[src/rtl/sdl_pkg.sv]
package sdl_pkg;
  localparam int unsigned R_W    = 14;
  localparam int unsigned N_W    = 10;
  localparam int unsigned A_W    = 7;
  localparam int unsigned ADDR_W = 3;
  localparam logic [ADDR_W-1:0] MATCH_ADDR = 3'b010;
  localparam int unsigned SYNC_STAGES = 2;
endpackage

[src/rtl/sdl_sync.sv]
module sdl_sync #(
  parameter int unsigned W      = 1,
  parameter int unsigned STAGES = 2
) (
  input  logic         clk_i,
  input  logic         rst_ni,
  input  logic [W-1:0] d_i,
  output logic [W-1:0] q_o
);
  logic [W-1:0] st_q [STAGES];

  always_ff @(posedge clk_i or negedge rst_ni) begin
    if (!rst_ni) begin
      for (int i = 0; i < STAGES; i++) st_q[i] <= '0;
    end else begin
      st_q[0] <= d_i;
      for (int i = 1; i < STAGES; i++) st_q[i] <= st_q[i-1];
    end
  end

  assign q_o = st_q[STAGES-1];
endmodule

[src/rtl/sdl_edge_gate.sv]
module sdl_edge_gate #(
  parameter int unsigned ADDR_W = 3,
  parameter logic [ADDR_W-1:0] MATCH_ADDR = 3'b010
) (
  input  logic              clk_i,
  input  logic              rst_ni,
  input  logic [ADDR_W-1:0] addr_s_i,
  input  logic              sclk_s_i,
  input  logic              en_s_i,
  output logic              shift_o,
  output logic              commit_o
);
  logic sclk_prev_q, en_prev_q, match;

  always_ff @(posedge clk_i or negedge rst_ni) begin
    if (!rst_ni) begin
      sclk_prev_q <= 1'b0;
      en_prev_q   <= 1'b0;
    end else begin
      sclk_prev_q <= sclk_s_i;
      en_prev_q   <= en_s_i;
    end
  end

  assign match    = (addr_s_i == MATCH_ADDR);
  assign shift_o  = match & sclk_s_i & ~sclk_prev_q;
  assign commit_o = match & en_s_i & ~en_prev_q;

  AST_COMMIT_EDGE: assert property (@(posedge clk_i) disable iff (!rst_ni)
    commit_o |=> !commit_o);
endmodule

[src/rtl/sdl_shift.sv]
module sdl_shift #(
  parameter int unsigned FRAME_W = 32
) (
  input  logic               clk_i,
  input  logic               rst_ni,
  input  logic               shift_i,
  input  logic               data_i,
  output logic [FRAME_W-1:0] frame_o
);
  logic [FRAME_W-1:0] sr_q;

  always_ff @(posedge clk_i or negedge rst_ni) begin
    if (!rst_ni)      sr_q <= '0;
    else if (shift_i) sr_q <= {sr_q[FRAME_W-2:0], data_i};
  end

  assign frame_o = sr_q;

  AST_SHIFT_GATED: assert property (@(posedge clk_i) disable iff (!rst_ni)
    !shift_i |=> $stable(sr_q));
  AST_SHIFT_IN: assert property (@(posedge clk_i) disable iff (!rst_ni)
    shift_i |=> sr_q[0] == $past(data_i));
endmodule

[src/rtl/sdl_latch.sv]
module sdl_latch #(
  parameter int unsigned R_W = 14,
  parameter int unsigned N_W = 10,
  parameter int unsigned A_W = 7,
  localparam int unsigned FRAME_W = R_W + N_W + A_W + 1
) (
  input  logic               clk_i,
  input  logic               rst_ni,
  input  logic               commit_i,
  input  logic [FRAME_W-1:0] frame_i,
  output logic [R_W-1:0]     r_o,
  output logic [N_W-1:0]     n_o,
  output logic [A_W-1:0]     a_o,
  output logic               valid_o,
  output logic               load_o
);
  localparam int unsigned A_LSB = 1;
  localparam int unsigned N_LSB = A_LSB + A_W;
  localparam int unsigned R_LSB = N_LSB + N_W;

  logic [R_W-1:0] r_q;
  logic [N_W-1:0] n_q;
  logic [A_W-1:0] a_q;
  logic valid_q, load_q, take;

  // control bit is the last one shifted in
  assign take = commit_i & frame_i[0];

  always_ff @(posedge clk_i or negedge rst_ni) begin
    if (!rst_ni) begin
      r_q     <= '0;
      n_q     <= '0;
      a_q     <= '0;
      valid_q <= 1'b0;
      load_q  <= 1'b0;
    end else begin
      load_q <= take;
      if (take) begin
        r_q     <= frame_i[R_LSB +: R_W];
        n_q     <= frame_i[N_LSB +: N_W];
        a_q     <= frame_i[A_LSB +: A_W];
        valid_q <= 1'b1;
      end
    end
  end

  assign r_o     = r_q;
  assign n_o     = n_q;
  assign a_o     = a_q;
  assign valid_o = valid_q;
  assign load_o  = load_q;

  AST_NO_COMMIT_HOLD: assert property (@(posedge clk_i) disable iff (!rst_ni)
    !commit_i |=> $stable(r_q) && $stable(n_q) && $stable(a_q) && !load_q);
  AST_CTRL_CLEAR_HOLD: assert property (@(posedge clk_i) disable iff (!rst_ni)
    (commit_i && !frame_i[0]) |=> !load_q && $stable(r_q));
  AST_VALID_STICKY: assert property (@(posedge clk_i) disable iff (!rst_ni)
    valid_q |=> valid_q);
  AST_LOAD_VALID: assert property (@(posedge clk_i) disable iff (!rst_ni)
    load_q |-> valid_q);
  AST_LOAD_PULSE: assert property (@(posedge clk_i) disable iff (!rst_ni)
    load_q |=> !load_q);
endmodule

[src/rtl/serial_divider_loader.sv]
module serial_divider_loader #(
  parameter int unsigned R_W    = sdl_pkg::R_W,
  parameter int unsigned N_W    = sdl_pkg::N_W,
  parameter int unsigned A_W    = sdl_pkg::A_W,
  parameter int unsigned ADDR_W = sdl_pkg::ADDR_W,
  parameter logic [ADDR_W-1:0] MATCH_ADDR = sdl_pkg::MATCH_ADDR,
  parameter int unsigned SYNC_STAGES = sdl_pkg::SYNC_STAGES
) (
  input  logic              clk_i,
  input  logic              rst_ni,
  input  logic [ADDR_W-1:0] addr_i,
  input  logic              ser_clk_i,
  input  logic              ser_data_i,
  input  logic              ser_en_i,
  output logic [R_W-1:0]    r_o,
  output logic [N_W-1:0]    n_o,
  output logic [A_W-1:0]    a_o,
  output logic              valid_o,
  output logic              load_o
);
  localparam int unsigned FRAME_W = R_W + N_W + A_W + 1;
  localparam int unsigned SYNC_W  = ADDR_W + 3;

  logic [SYNC_W-1:0]  sync_d, sync_q;
  logic [ADDR_W-1:0]  addr_s;
  logic               sclk_s, data_s, en_s;
  logic               shift, commit;
  logic [FRAME_W-1:0] frame;

  // address shares the synchroniser so it aligns with the serial lines
  assign sync_d = {addr_i, ser_en_i, ser_data_i, ser_clk_i};

  sdl_sync #(.W(SYNC_W), .STAGES(SYNC_STAGES)) u_sync (
    .clk_i(clk_i), .rst_ni(rst_ni), .d_i(sync_d), .q_o(sync_q)
  );

  assign sclk_s = sync_q[0];
  assign data_s = sync_q[1];
  assign en_s   = sync_q[2];
  assign addr_s = sync_q[SYNC_W-1:3];

  sdl_edge_gate #(.ADDR_W(ADDR_W), .MATCH_ADDR(MATCH_ADDR)) u_gate (
    .clk_i(clk_i), .rst_ni(rst_ni), .addr_s_i(addr_s),
    .sclk_s_i(sclk_s), .en_s_i(en_s), .shift_o(shift), .commit_o(commit)
  );

  sdl_shift #(.FRAME_W(FRAME_W)) u_shift (
    .clk_i(clk_i), .rst_ni(rst_ni), .shift_i(shift), .data_i(data_s),
    .frame_o(frame)
  );

  sdl_latch #(.R_W(R_W), .N_W(N_W), .A_W(A_W)) u_latch (
    .clk_i(clk_i), .rst_ni(rst_ni), .commit_i(commit), .frame_i(frame),
    .r_o(r_o), .n_o(n_o), .a_o(a_o), .valid_o(valid_o), .load_o(load_o)
  );
endmodule

[config.mk]
export PLATFORM = sky130hd
export DESIGN_NAME = serial_divider_loader
export DESIGN_NICKNAME = d
export VERILOG_FILES = /design/src/rtl/sdl_pkg.sv /design/src/rtl/sdl_sync.sv /design/src/rtl/sdl_edge_gate.sv /design/src/rtl/sdl_shift.sv /design/src/rtl/sdl_latch.sv /design/src/rtl/serial_divider_loader.sv
export SDC_FILE = /design/constraint.sdc
export NUM_CORES = 1
export LEC_CHECK = 0
export CAP_MARGIN = 0
export CORE_AREA = 2 2 101 84
export DETAILED_ROUTE_END_ITERATION = 10
export DIE_AREA = 0 0 103 86
export SLEW_MARGIN = 5
export SYNTH_ARGS = -nofsm -noshare
export SYNTH_HDL_FRONTEND = slang
export SYNTH_SLANG_ARGS = --single-unit
[constraint.sdc]
create_clock -name clk_i -period 3.2 [get_ports clk_i]
set_input_delay 0.64 -clock clk_i [delete_from_list [all_inputs] [get_ports clk_i]]
set_output_delay 0.64 -clock clk_i [all_outputs]
set_load 0.1 [all_outputs]
# Word level (Yosys, flattened, before mapping)
# Cells that the tools add are included.
[totals]
inputBits = 8
wordCells = 18
output_inout_bits = 33
register_bits = 79
[classes]
eq_ne = 1
bitwise = 7
[op_table]
columns = ["op", "n"]
rows = [
  ["bitwise AND 1 bit", 5],
  ["== test 3 x 2 -> 1 bit, second input constant", 1],
  ["NOT 1 bit", 2],
]

# Logic depth before layout (Yosys ltp)
# Gate-level depths: netlist of run 1.
[logic_depth]
depth_word = 4
mapped_depth = 5
mapped_depth_nobuf = 3

# Cells and area by module
# Synthesis of run 1 repeated with hierarchy kept, for this count alone.
[hier_totals]
cells_unflattened = 161
area_unflattened_um2 = 3094.2
[modules_own_cells]
columns = ["mod", "n_inst", "seq_area_each_um2", "cells_per_inst", "area_each_um2"]
rows = [
  ["sdl_shift", 1, 800.8, 68, 1345.0],
  ["sdl_latch", 1, 825.8, 70, 1330.0],
  ["sdl_sync", 1, 300.3, 18, 345.3],
  ["sdl_edge_gate", 1, 50.0, 5, 73.8],
]

# Least setup slack after synthesis of run 1
# Ideal clock, no wire load.
[synth_timing]
kind = "flip-flop to output port"
startpoint = "reg u_latch.a_q[0], in the netlist u_latch.a_o[0]"
endpoint = "out a_o[0]"
stages_incl_launch_ff = 1
setup_slack_ps = 1662
path_buffers = 0
t_required_ps = 2560
t_arrival_ps = 898
path_cell_list = "dfrtp_1"
[synth_lines]
columns = ["element", "line", "source"]
rows = [
  ["from (decl)", "sdl_latch.sv:23", "logic [A_W-1:0] a_q;"],
  ["from (signal assigned)", "sdl_latch.sv:41", "a_q <= frame_i[A_LSB +: A_W];"],
  ["to (decl)", "serial_divider_loader.sv:17", "output logic [A_W-1:0] a_o,"],
]
# No word-level cell between the ends.

# Worst setup path in the final report of run 1
[layout_timing]
startpoint = "reg u_gate.en_prev_q"
endpoint = "reg u_latch.n_q[9], in the netlist u_latch.n_o[9]"
[layout_between]
elab_chain_cells = 3
[layout_rtl]
columns = ["element", "line", "source"]
rows = [
  ["from (decl)", "sdl_edge_gate.sv:13", "logic sclk_prev_q, en_prev_q, match;"],
  ["from (signal assigned)", "sdl_edge_gate.sv:21", "en_prev_q <= en_s_i;"],
  ["NOT 1 bit", "sdl_edge_gate.sv:27", "assign commit_o = match & en_s_i & ~en_prev_q;"],
  ["bitwise AND 1 bit", "sdl_edge_gate.sv:27", ""],
  ["bitwise AND 1 bit", "sdl_latch.sv:27", "assign take = commit_i & frame_i[0];"],
  ["to (signal assigned)", "sdl_latch.sv:40", "n_q <= frame_i[N_LSB +: N_W];"],
  ["to (decl)", "sdl_latch.sv:22", "logic [N_W-1:0] n_q;"],
]
# Every way passes these cells.
# A chain may end at the register's enable or synchronous reset.

==> results of run 1 <==
## cells in the mapped netlist, drive strengths merged
cell type,number,area (um^2)
nand4b,1,8.760
and3b,1,8.760
mux2,63,814.5
or2,1,6.260
buf,7,86.33
and3,1,6.260
dfrtp,79,1977
nor2,1,3.750
## path summary, 6_finish.rpt
path | cells after the start | from | slack [ns] | endpoint
max | 4 | u_gate.en_prev_q$_DFF_PN0_ | 1.25 | u_latch.n_o[9]$_DFFE_PN0P_
max in group asynchronous | 1 | rst_ni | 2.12 | u_shift.frame_o[22]$_DFFE_PN0P_
max reg2reg | 4 | u_gate.en_prev_q$_DFF_PN0_ | 1.25 | u_latch.n_o[9]$_DFFE_PN0P_
min reg2reg | 0 | u_sync.st_q[11]$_DFF_PN0_ | 0.35 | u_sync.q_o[5]$_DFF_PN0_
min in group asynchronous | 1 | rst_ni | 0.45 | u_latch.a_o[4]$_DFFE_PN0P_
min | 0 | u_sync.st_q[11]$_DFF_PN0_ | 0.35 | u_sync.q_o[5]$_DFF_PN0_
## layout by cell type, fill, tap and decap left out
cell type	instances
mux2_2	35
and3b_1	1
or2_2	1
bufinv_16	2
nand4b_1	1
and3_2	1
buf_4	36
nor2_1	1
clkbuf_8	11
dfrtp_1	79
clkinvlp_4	1
clkdlybuf4s50_1	6
mux2_4	28
## power by group through the flow
stage | clock [W] | combinational, W | sequential (W)
after global routing | 0.000871 | 0.000114 | 0.00104
final | 0.000801 | 0.000106 | 0.00104
after CTS | 0.000829 | 0.000108 | 0.00104
after detailed placement | 0 | 0.000108 | 0.00106
after floorplan | 0 | 0.0000271 | 0.00109
after global placement | 0 | 0.000107 | 0.00105
## final cells by class
cell class	instances	area (um^2)
tap	108	135.1
fill	703	4254
multi-input combinational	68	849.6
clock inverter	3	67.56
timing repair buffer	42	330.3
clock buffer	11	151.4
sequential	79	1977
## state kept, by name (all words and copies together) (netlist names)
signal / count
u_gate.en_prev_q: 1
u_sync.q_o: 6
u_latch.load_o: 1
u_sync.st_q: 6
u_latch.r_o: 14
u_latch.valid_o: 1
u_latch.n_o: 10
u_shift.frame_o: 32
u_latch.a_o: 7
u_gate.sclk_prev_q: 1
## kinds of logic after synthesis
family                 after synthesis  synth area share
buffers and inverters                7           0.02965
DFF                                 79            0.6790
muxes                               63            0.2798
and+or+nand+nor                      5           0.01161
## routing by layer
layer,GRT usage,wire length (um)
met1,0.1413,2029
met2,0.1535,1912
met5,0,0
met3,0.05460,260
met4,0.03589,25
## critical path, cell delays in order, from the launching register on
cell and delay (ns):
dfrtp_1 0.36, and3b_1 0.19, and3_2 0.53, buf_4 0.41, mux2_2 0.37
## per-stage QoR
stage | std cells | hold slack, ns
6_report | 311 | 0.3498
2_1_floorplan | 154 | 0.3312
4_1_cts | 311 | 0.3513
3_5_place_dp | 297 | 0.3347
5_1_grt | 311 | 0.3585
3_3_place_gp | 297 | 0.3354
==> impl_metrics.csv, run 1 <==
group,metric,value,unit
outcome,status,"completed",
sta,period_minus_slack,1.953,ns
floorplan,die_width,103,um
route,drt_iter0_drc,58,
yosys,synth-seq-cells,79,
clock_tree,post_cts_buffers,0,
route,routed_via_density,4.283,
route,firstDrtPassIters,4,
sta,fin_ws,1.247,ns
sta,relSlewSlack,0.3574,
placed_design,hpwl,2.635,mm
layout,nets,208,
global_route,grt_first_pass_wirelength,7.058,mm
sta,setup_viol,0,
worst_setup_path,startpoint_type,"flip-flop",
clock_tree,cts_max_level,3,
sta,period_share,0.6103,
placed_design,placed_area,0.003292,mm^2
run,drv_cap,0,
power_and_ir_drop,vdd_drop_max,0.0003037,V
floorplan,start_util,0.3750,
worst_setup_path,cp_data_required_time,3.43,ns
route,wl_per_cell,13.59,um
floorplan,placementRows,29,
power_and_ir_drop,p_switching,0.0004138,W
global_route,gr-total-overflow,0,
route,dr_total_vias,1332,
clock_tree,path_clk_slew,0.08,ns
placed_design,numPortBuffers,40,
power_and_ir_drop,power,0.001942,W
clock_tree,worstSkewPairLatency,0.34,ns
global_route,track_usage,0.1072,
clock_tree,numCtsBuffers,9,
floorplan,dieArea,0.008858,mm^2
worst_setup_path,worst_setup_path_end_kind,"flip-flop",
sta,slew_viol_final,0,
power_and_ir_drop,cellPowerDensity,553.1,mW/mm^2
layout,finalInstanceArea,0.003511,mm^2
yosys,synth_area,0.002912,mm^2
layout,antenna_cells,0,
yosys,ys_seq_area_frac,0.6790,
yosys,postSynthAreaPerCell,18.91,um^2
yosys,postSynthCellCount,154,
power_and_ir_drop,clkPwrFrac,0.412,
clock_tree,cts_num_sinks,79,
sta,totalNegativeSetupSlack,0,ns
sta,rsz0062_at_grt,"no",
floorplan,die_h,86,um
power_and_ir_drop,power.internal,0.001528,W
worst_setup_path,crit_fanout,17,
sta,hold_viol_final,0,
clock_tree,clockBufferDepth,2,
global_route,grt_max_degree,80,
clock_tree,ctsResizeCount,0,
yosys,syn_nets,162,
hold_path,hp-class,"flip-flop to flip-flop",
power_and_ir_drop,leakagePower,1.787,nW
route,postRouteAntennaNets,0,
layout,areaGrowthSynthToFinish,20.58,%
route,drcViolationCount,0,
power_and_ir_drop,comb_power_share,0.054,
placed_design,gp_congestion,0.6740,
power_and_ir_drop,pwr-share-seq,0.533,
floorplan,coreArea,0.007765,mm^2
layout,drive_above_1_share,0.5665,
sta,max_freq,512.0,MHz
sta,tightest_slew,0.9640,ns
global_route,grt_pass1_vias,1415,
sta,fin_skew,0.006275,ns
placed_design,pre_cts_ws,1.219,ns
route,routed_wl,4.227,mm
yosys,synth_cell_types,11,
power_and_ir_drop,switching_share,0.2131,
global_route,antenna_found_initial,0,
worst_setup_path,cp_data_arrival_time,2.18,ns
yosys,yosysWarnings,0,
clock_tree,hold_buffers,0,
layout,final_util,0.4521,
floorplan,io_pins,41,
clock_tree,cts_tree,"built",
clock_tree,cts-root-buf,"clkbuf_8",
worst_setup_path,setup.worst_path.class,"flip-flop to flip-flop",
No activity file was read; power rests on OpenSTA's default activity.
==> run 2: changes to the inputs <==
==> constraint.sdc (replaced) <==
create_clock -name clk_i -period 1.8 [get_ports clk_i]
set_input_delay 0.36 -clock clk_i [delete_from_list [all_inputs] [get_ports clk_i]]
set_output_delay 0.36 -clock clk_i [all_outputs]
set_load 0.1 [all_outputs]
==> run 2 against run 1 <==
Sequential power grew 78%. Clock-buffer cell count did not move. Sequential share of layout area decreased by 6.0 points. Cell area rose by 12%. Register-to-register slack worse by 0.94 ns. Sequential cell count stayed put. Largest power group unchanged. Highest routed layer unchanged.
==> impl_metrics.csv, run 2 (synthesis gave the netlist of run 1 again) <==
group,metric,value,unit
outcome,status,"completed",
worst_setup_path,worst_setup_path_end_kind,"flip-flop",
clock_tree,clockBufferDepth,2,
global_route,track_usage,0.1127,
clock_tree,cts-root-buf,"clkbuf_8",
worst_setup_path,cp_data_required_time,2.03,ns
layout,largest_reg_flops,32,
floorplan,io_pins,41,
route,dr_total_vias,1362,
worst_setup_path,reg2reg_slack,0.31,ns
worst_setup_path,cp_data_arrival_time,1.72,ns
worst_setup_path,cp_num_cells,4,
layout,n_fill_cell,682,
sta,rsz0062_at_grt,"no",
clock_tree,cts_max_level,3,
sta,setup_viol,0,
worst_setup_path,r2r_end,"u_latch.a_o[6]$_DFFE_PN0P_",
floorplan,start_util,0.3750,
worst_setup_path,r2r-start,"u_gate.en_prev_q$_DFF_PN0_",
placed_design,dp.cells,300,
worst_setup_path,crit_path_end,"u_latch.a_o[6]$_DFFE_PN0P_",
worst_setup_path,slowest_stage,"dfrtp_1",
global_route,gr-total-overflow,0,
floorplan,die_h,86,um
sta,fin_skew,0.007805,ns
sta,relSlewSlack,0.7076,
clock_tree,cts_num_sinks,79,
sta,period_share,0.8284,
placed_design,numPortBuffers,40,
clock_tree,ctsResizeCount,0,
hold_path,hold_depth,0,
run,drv_cap,0,
route,drcViolationCount,0,
worst_setup_path,critPathLaunch,"u_gate.en_prev_q$_DFF_PN0_",
route,postRouteAntennaNets,0,
global_route,grt_max_degree,37,
worst_setup_path,crit_fanout,33,
hold_path,hp-class,"flip-flop to flip-flop",
power_and_ir_drop,vdd_drop_max,0.0005673,V
global_route,grt_pass1_vias,1474,
placed_design,pre_cts_ws,0.2951,ns
route,firstDrtPassIters,4,
worst_setup_path,cp_cell_sequence,"and3b_1 > and3_2 > buf_12 > mux2_2",
route,drt_iter0_drc,56,
sta,max_freq,670.7,MHz
sta,tightest_slew,0.4387,ns
placed_design,placed_area,0.003752,mm^2
layout,layout_commonest_cell,"dfrtp_1",
layout,finalInstanceArea,0.003926,mm^2
worst_setup_path,startpoint_type,"flip-flop",
global_route,antenna_found_initial,0,
clock_tree,cts_tree,"built",
worst_setup_path,r2r_cells,4,
floorplan,dieArea,0.008858,mm^2
global_route,grt_first_pass_wirelength,7.417,mm
layout,drive_above_1_share,0.5673,
worst_setup_path,slowest_delay,0.36,ns
sta,totalNegativeSetupSlack,0,ns
layout,final_cells,316,
clock_tree,post_cts_buffers,0,
clock_tree,numCtsBuffers,9,
worst_setup_path,cp_num_buf_inv,1,
layout,regArea,0.001977,mm^2
route,routed_wl,4.251,mm
layout,nets,212,
sta,hold_viol_final,0,
sta,period_minus_slack,1.491,ns
layout,multiInputGateArea,849.6,um^2
worst_setup_path,critPathTopFamily,"simple AND/OR/NAND/NOR gates",
route,wl_per_cell,13.45,um
clock_tree,hold_buffers,1,
layout,final_cell_mix,"79 x dfrtp_1, 35 x mux2_2, 35 x buf_12, 28 x mux2_4, 10 x clkbuf_8",
route,routed_via_density,4.310,
floorplan,placementRows,29,
floorplan,coreArea,0.007765,mm^2
clock_tree,path_clk_slew,0.07,ns
sta,fin_ws,0.3089,ns
clock_tree,worstSkewPairLatency,0.34,ns
layout,antenna_cells,0,
power_and_ir_drop,cellPowerDensity,809.9,mW/mm^2
layout,areaGrowthSynthToFinish,34.85,%
placed_design,gp_congestion,0.6746,
worst_setup_path,setup.worst_path.class,"flip-flop to flip-flop",
sta,slew_viol_final,0,
placed_design,hpwl,2.880,mm
power_and_ir_drop,leakagePower,1.880,nW
floorplan,die_width,103,um
## run 2: worst min path at each step
stage / start / endpoint / slack, ns
6_report: u_sync.st_q[8]$_DFF_PN0_ / u_sync.q_o[2]$_DFF_PN0_ / 0.35
2_1_floorplan: rst_ni / u_gate.en_prev_q$_DFF_PN0_ / 0.06
3_5_place_dp: u_sync.st_q[6]$_DFF_PN0_ / u_sync.q_o[0]$_DFF_PN0_ / 0.33
4_1_cts: u_sync.st_q[8]$_DFF_PN0_ / u_sync.q_o[2]$_DFF_PN0_ / 0.35
3_3_place_gp: rst_ni / u_latch.valid_o$_DFFE_PN0P_ / 0.33
5_1_grt: u_sync.st_q[6]$_DFF_PN0_ / u_sync.q_o[0]$_DFF_PN0_ / 0.35
## run 2: layer usage
metal | GRT usage | share of wire | vias up
met1 | 0.1593 | 0.49 | 683
met4 | 0.05383 | 0.022 | 0
met5 | 0 | 0 | -
met3 | 0.04238 | 0.046 | 8
met2 | 0.1523 | 0.44 | 31
li1 | - | - | 640
## run 2: stage by stage
stage / hold WS [ns] / utilization / total power, W
finish: 0.3494 / 0.5056 / 0.003180
global placement: 0.3287 / 0.4832 / 0.002106
CTS: 0.3501 / 0.5056 / 0.003240
detailed placement: 0.3347 / 0.4832 / 0.002109
global route: 0.3534 / 0.5056 / 0.003334
floorplan: 0.06441 / - / 0.001993
## run 2: report_power, final
part           total [W]  internal [W]  switching [W]
registers        0.00185       0.00182      0.0000275
clock network    0.00111      0.000524       0.000585
logic           0.000225     0.0000917       0.000133
total            0.00318       0.00243       0.000746
## run 2: final cells by class
cell class	instances	area share
clock buffers	11	0.03601
clock inverters	4	0.005736
multi-input cells	68	0.2164
flip-flops and latches	79	0.5035
well taps	108	0.03442
repair buffers	46	0.2040
